--- src/rtl/lpm_pkg.sv ---
package lpm_pkg;

  typedef enum logic {
    TBL_FIRST  = 1'b0,
    TBL_SECOND = 1'b1
  } tbl_sel_e;

  function automatic int lpm_max(input int a, input int b);
    return (a > b) ? a : b;
  endfunction

endpackage

--- src/rtl/lpm_sdp_ram.sv ---
module lpm_sdp_ram #(
  parameter int AW = 8,
  parameter int DW = 8
) (
  input  logic          clk,
  input  logic          rst,
  input  logic          we,
  input  logic [AW-1:0] waddr,
  input  logic [DW-1:0] wdata,
  input  logic          re,
  input  logic [AW-1:0] raddr,
  output logic [DW-1:0] rdata
);
  localparam int DEPTH = 1 << AW;

  logic [DW-1:0] mem [0:DEPTH-1];

  always_ff @(posedge clk) begin
    if (we) mem[waddr] <= wdata;
  end

  always_ff @(posedge clk) begin
    if (re) rdata <= mem[raddr];
  end

  AST_RD_ADDR_KNOWN: assert property (@(posedge clk) disable iff (rst)
    re |-> !$isunknown(raddr)) else $error("read index unknown");

  AST_WR_ADDR_KNOWN: assert property (@(posedge clk) disable iff (rst)
    we |-> !$isunknown(waddr)) else $error("write index unknown");

endmodule

--- src/rtl/lpm_resolve.sv ---
module lpm_resolve #(
  parameter int NH_W = 8
) (
  input  logic            clk,
  input  logic            rst,
  input  logic            in_valid,
  input  logic            in_ptr,
  input  logic [NH_W-1:0] in_hop,
  input  logic [NH_W-1:0] l2_hop,
  output logic            out_valid,
  output logic [NH_W-1:0] out_hop
);
  logic            ptr_q;
  logic [NH_W-1:0] hop_q;

  always_ff @(posedge clk) begin
    if (rst) out_valid <= 1'b0;
    else     out_valid <= in_valid;
  end

  always_ff @(posedge clk) begin
    ptr_q <= in_ptr;
    hop_q <= in_hop;
  end

  always_comb begin
    out_hop = ptr_q ? l2_hop : hop_q;
  end

  AST_OUT_KNOWN: assert property (@(posedge clk) disable iff (rst)
    out_valid |-> !$isunknown(out_hop)) else $error("result unknown");

endmodule

--- src/rtl/route_lookup.sv ---
module route_lookup
  import lpm_pkg::*;
#(
  parameter int ADDR_W = 12,
  parameter int HI_W   = 8,
  parameter int BLK_W  = 4,
  parameter int NH_W   = 8,
  localparam int LO_W  = ADDR_W - HI_W,
  localparam int L2_AW = BLK_W + LO_W,
  localparam int PAY_W = lpm_max(NH_W, BLK_W),
  localparam int ENT_W = PAY_W + 1,
  localparam int IDX_W = lpm_max(HI_W, L2_AW)
) (
  input  logic              clk,
  input  logic              rst,
  input  logic              req_valid,
  input  logic [ADDR_W-1:0] req_addr,
  output logic              rsp_valid,
  output logic [NH_W-1:0]   rsp_hop,
  input  logic              wr_en,
  input  logic              wr_tbl,
  input  logic [IDX_W-1:0]  wr_idx,
  input  logic [ENT_W-1:0]  wr_data
);

  logic             l1_we, l2_we;
  logic [ENT_W-1:0] l1_q;
  logic [NH_W-1:0]  l2_q;
  logic             s1_valid;
  logic [LO_W-1:0]  s1_lo;
  logic             l1_ptr;
  logic [BLK_W-1:0] l1_blk;
  logic [NH_W-1:0]  l1_hop;
  logic [L2_AW-1:0] l2_raddr;

  always_comb begin
    l1_we    = wr_en && (tbl_sel_e'(wr_tbl) == TBL_FIRST);
    l2_we    = wr_en && (tbl_sel_e'(wr_tbl) == TBL_SECOND);
    l1_ptr   = l1_q[ENT_W-1];
    l1_blk   = l1_q[BLK_W-1:0];
    l1_hop   = l1_q[NH_W-1:0];
    l2_raddr = {l1_blk, s1_lo};
  end

  // stage 1: first-level read, carry the low address bits alongside
  lpm_sdp_ram #(.AW(HI_W), .DW(ENT_W)) u_l1 (
    .clk   (clk),
    .rst   (rst),
    .we    (l1_we),
    .waddr (wr_idx[HI_W-1:0]),
    .wdata (wr_data),
    .re    (req_valid),
    .raddr (req_addr[ADDR_W-1 -: HI_W]),
    .rdata (l1_q)
  );

  always_ff @(posedge clk) begin
    if (rst) s1_valid <= 1'b0;
    else     s1_valid <= req_valid;
  end

  always_ff @(posedge clk) begin
    s1_lo <= req_addr[LO_W-1:0];
  end

  // stage 2: second-level read only when the entry is a pointer
  lpm_sdp_ram #(.AW(L2_AW), .DW(NH_W)) u_l2 (
    .clk   (clk),
    .rst   (rst),
    .we    (l2_we),
    .waddr (wr_idx[L2_AW-1:0]),
    .wdata (wr_data[NH_W-1:0]),
    .re    (s1_valid && l1_ptr),
    .raddr (l2_raddr),
    .rdata (l2_q)
  );

  lpm_resolve #(.NH_W(NH_W)) u_res (
    .clk       (clk),
    .rst       (rst),
    .in_valid  (s1_valid),
    .in_ptr    (l1_ptr),
    .in_hop    (l1_hop),
    .l2_hop    (l2_q),
    .out_valid (rsp_valid),
    .out_hop   (rsp_hop)
  );

  // cycles since reset, saturating; used only by the checks below
  logic [1:0] warm_cnt;
  always_ff @(posedge clk) begin
    if (rst)                   warm_cnt <= 2'd0;
    else if (warm_cnt != 2'd2) warm_cnt <= warm_cnt + 2'd1;
  end

  AST_LAT_TWO: assert property (@(posedge clk) disable iff (rst)
    (warm_cnt == 2'd2) |-> (rsp_valid == $past(req_valid, 2))) else $error("latency");

  AST_QUIET_AFTER_RST: assert property (@(posedge clk) disable iff (rst)
    (warm_cnt != 2'd2) |-> !rsp_valid) else $error("early response");

  AST_L1_ENTRY_KNOWN: assert property (@(posedge clk) disable iff (rst)
    s1_valid |-> !$isunknown(l1_q)) else $error("first-level entry unknown");

  AST_WR_CTRL_KNOWN: assert property (@(posedge clk) disable iff (rst)
    wr_en |-> !$isunknown(wr_tbl)) else $error("write target unknown");

endmodule

--- config.mk ---
export PLATFORM = sky130hd
export DESIGN_NAME = route_lookup
export DESIGN_NICKNAME = d
export VERILOG_FILES = /design/src/rtl/lpm_pkg.sv /design/src/rtl/lpm_sdp_ram.sv /design/src/rtl/lpm_resolve.sv /design/src/rtl/route_lookup.sv
export SDC_FILE = /design/constraint.sdc
export NUM_CORES = 2
export LEC_CHECK = 0
export ABC_AREA = 1
export BUFFER_PORTS_ARGS = -buffer_cell sky130_fd_sc_hd__buf_2
export CORE_UTILIZATION = 40
export DETAILED_ROUTE_END_ITERATION = 8
export SYNTH_ARGS = -nofsm -noshare
export SYNTH_HDL_FRONTEND = slang
export SYNTH_MEMORY_MAX_BITS = 65536
export SYNTH_SLANG_ARGS = --single-unit
--- constraint.sdc ---
create_clock -name clk -period 2.4 [get_ports clk]
set_input_delay 0.48 -clock clk [delete_from_list [all_inputs] [get_ports clk]]
set_output_delay 0.48 -clock clk [all_outputs]
set_load 0.01 [all_outputs]
==> reports/qor.yml <==
global_routing:
  grt-ovfl-total: 0
  grt_max_degree: 110
  grt_pass1_wl_um: 776000
  grtUsageTotal_pct: 23.2
  grt_pass1_vias: 115000
  antenna_found_initial: 25
clocking:
  cts_tree: "built"
  cts.clk_slew.worst_paths_ps: 60
  numCtsBuffers: 436
  h-tree-depth: 5
  cts_root_buf: "clkbuf_16"
  worstSkewPairLatency_ps: 1000
  clkSinkCount: 4384
  cts.path.max_buffers: 4
critical_path:
  endpoint_kind: "output port"
  worst_path_max_delay_cell: "dfxtp_4"
  rr_worst_depth: 14
  timing.rr.end: "u_l2.rdata[4]"
  crit_buf_inv: 1
  regToRegStartpoint: "s1_lo[0]"
  r2r_slack_ps: -90
  critPathCapture: "rsp_hop[3]"
  crit_cells: 2
  cp.required_ps: 1920
  max_stage_delay_ps: 470
  critPathArrivalTime_ps: 2030
  crit_family: "flip-flops"
  start_kind: "register"
  critPathKind: "reg2out"
  cp-startpoint: "u_res.ptr_q"
  crit_chain: "mux2_4, buf_6"
  worstPathMaxFanout: 8
logic_synthesis:
  synth_warnings: 0
  synthesis.area_um2: 178000
  syn_nets: 14800
  syn-instance-count: 14800
  avgSynthCellArea_um2: 12.0
  seq_area_frac_synth_pct: 73.9
  yosysUniqueCellTypes: 17
  synth_seq_cells: 4384
sta:
  setup_tns_ps: -1150
  hold-worst-slack_ps: 65.2
  timing.slew.headroom_pct: 35.3
  finalClockSkew_ps: 57.7
  min_period_ps: 2510
  fin_crit_sh_pct: 105
  rsz0062_at_grt: "yes"
  fmax_ghz: 0.398
  setup-violations-final: 15
  report.final.slew_viol_count: 0
  worst_slack_ps: -113
  hold_violations: 0
  worst_pin_slew_ps: 966
route:
  antenna_left: 0
  vias: 121000
  wire_per_inst_um: 24.1
  wl_um: 532000
  first_iter_violations: 14700
  firstDrtPassIters: 6
  drcViolationCount: 0
  vias_per_cell: 5.49
placement:
  port_buffers: 42
  place_congestion: 0.872
  placed_area_um2: 196000
  dp_hpwl_um: 328000
cells_and_area:
  fin_area_um2: 213000
  area_growth_pct: 19.5
  drive_gt1_share_pct: 15.2
  layout.nets: 15800
floorplanning:
  row_count: 244
  initial_utilization_pct: 40.2
  io_pins: 43
  dieArea_um2: 447000
  die_h_um: 669
  die_x_um: 669
  coreArea_um2: 442000
power_and_ir_drop:
  p_leak_nw: 75.9
  power_density_nw_per_um2: 775
  vdd_drop_max_mv: 0.678
  finalPower_w: 0.165
min_path:
  hold_path.class: "in2reg"
  holdCritStartpoint: "wr_data[1]"
status:
  outcome: "finished, violations left"
  violations: "setup timing"
job:
  max-cap-violations: 0
synth_stat cells, drive strengths merged:
master | count | area share (%)
nand2 | 4476 | 9.4
edfxtp | 4369 | 74
nand3 | 4284 | 12
buf | 834 | 2.4
nor3 | 512 | 1.4
clkbuf | 270 | 0.57
inv | 29 | 0.067
dfxtp | 15 | 0.17
nor2 | 14 | 0.030
mux2 | 8 | 0.051
clkinv | 3 | 0.0063
report_power, final:
| part | internal (W) | switching, W |
|---|---|---|
| clock | 0.0388 | 0.0292 |
| sequential | 0.0843 | 0.0000912 |
| combinational | 0.00385 | 0.00847 |
| total | 0.127 | 0.0377 |
repair_timing:
action,4_1_cts,5_1_grt
setup buffers,10,3
hold buffers,16,0
gates resized for setup,154,95
pin swaps,15,14
gates cloned,14,5
endpoints found under the hold margin,162,0
setup endpoints to repair,16,16
cell type report:
cell class / instances / area (um^2)
Fill cell: 38700 / 230000
Sequential cell: 4384 / 132000
Multi-Input combinational cell: 9294 / 42000
Timing Repair Buffer: 1646 / 17300
Clock buffer: 526 / 11400
Tap cell: 5904 / 7390
Clock inverter: 273 / 2650
Inverter: 32 / 210
Antenna cell: 16 / 40.0
Timing Repair inverter: 2 / 27.5
cells by family (layout without fill, tap and decap cells):
family / Yosys count / after routing / synth area share [%]
AND/OR/NAND/NOR: 9286 / 9286 / 23.0
flip-flops: 4384 / 4384 / 73.9
buffers and inverters: 1136 / 2479 / 3.05
multiplexers: 8 / 8 / 0.0507
other: 0 / 16 / 0
worst min path at each step:
stage / cells past startpoint / endpoint
after floorplan: 0 / u_res.hop_q[4]
after global placement: 0 / u_res.hop_q[5]
after detailed placement: 0 / u_res.hop_q[7]
after CTS: 2 / u_l1.mem[136][1]
after global routing: 2 / u_l1.mem[136][1]
final: 2 / u_l2.mem[74][1]
state kept, by name, summed over array words and instances (netlist names):
| name | flops |
|---|---|
| s1_lo | 4 |
| s1_valid | 1 |
| u_l1.mem | 2304 |
| u_l1.rdata | 9 |
| u_l2.mem | 2048 |
| u_l2.rdata | 8 |
| u_res.hop_q | 8 |
| u_res.out_valid | 1 |
| u_res.ptr_q | 1 |
routing by layer:
| metal | global-route usage, % | up-vias | wire (um) |
|---|---|---|---|
| met5 | 0 | - | 33 |
| met4 | 9.48 | 4 | 23300 |
| met3 | 3.21 | 1004 | 42200 |
| met2 | 36.9 | 5405 | 248000 |
| met1 | 32.1 | 59600 | 219000 |
| li1 | - | 55200 | - |
metrics by stage:
step,util (%),setup WS (ps),std cells
floorplan,-,284,14800
global placement,44.4,-516,21200
detailed placement,44.4,-513,21200
CTS,47.9,-218,22100
global route,48.1,-177,22100
finish,48.1,-113,22100
placed cells by master, fill, tap and decap left out, types with 36 or more instances in the layout:
cell type     n
nand2_1    4439
clkbuf_1     78
nand3_1    4135
bufinv_16    46
nand3_2     140
buf_12      316
buf_4      1208
clkinv_1    106
nor3_1      512
buf_6        36
clkinv_2     89
edfxtp_1   4369
clkbuf_16   446
(Power assumes the default switching activity.)
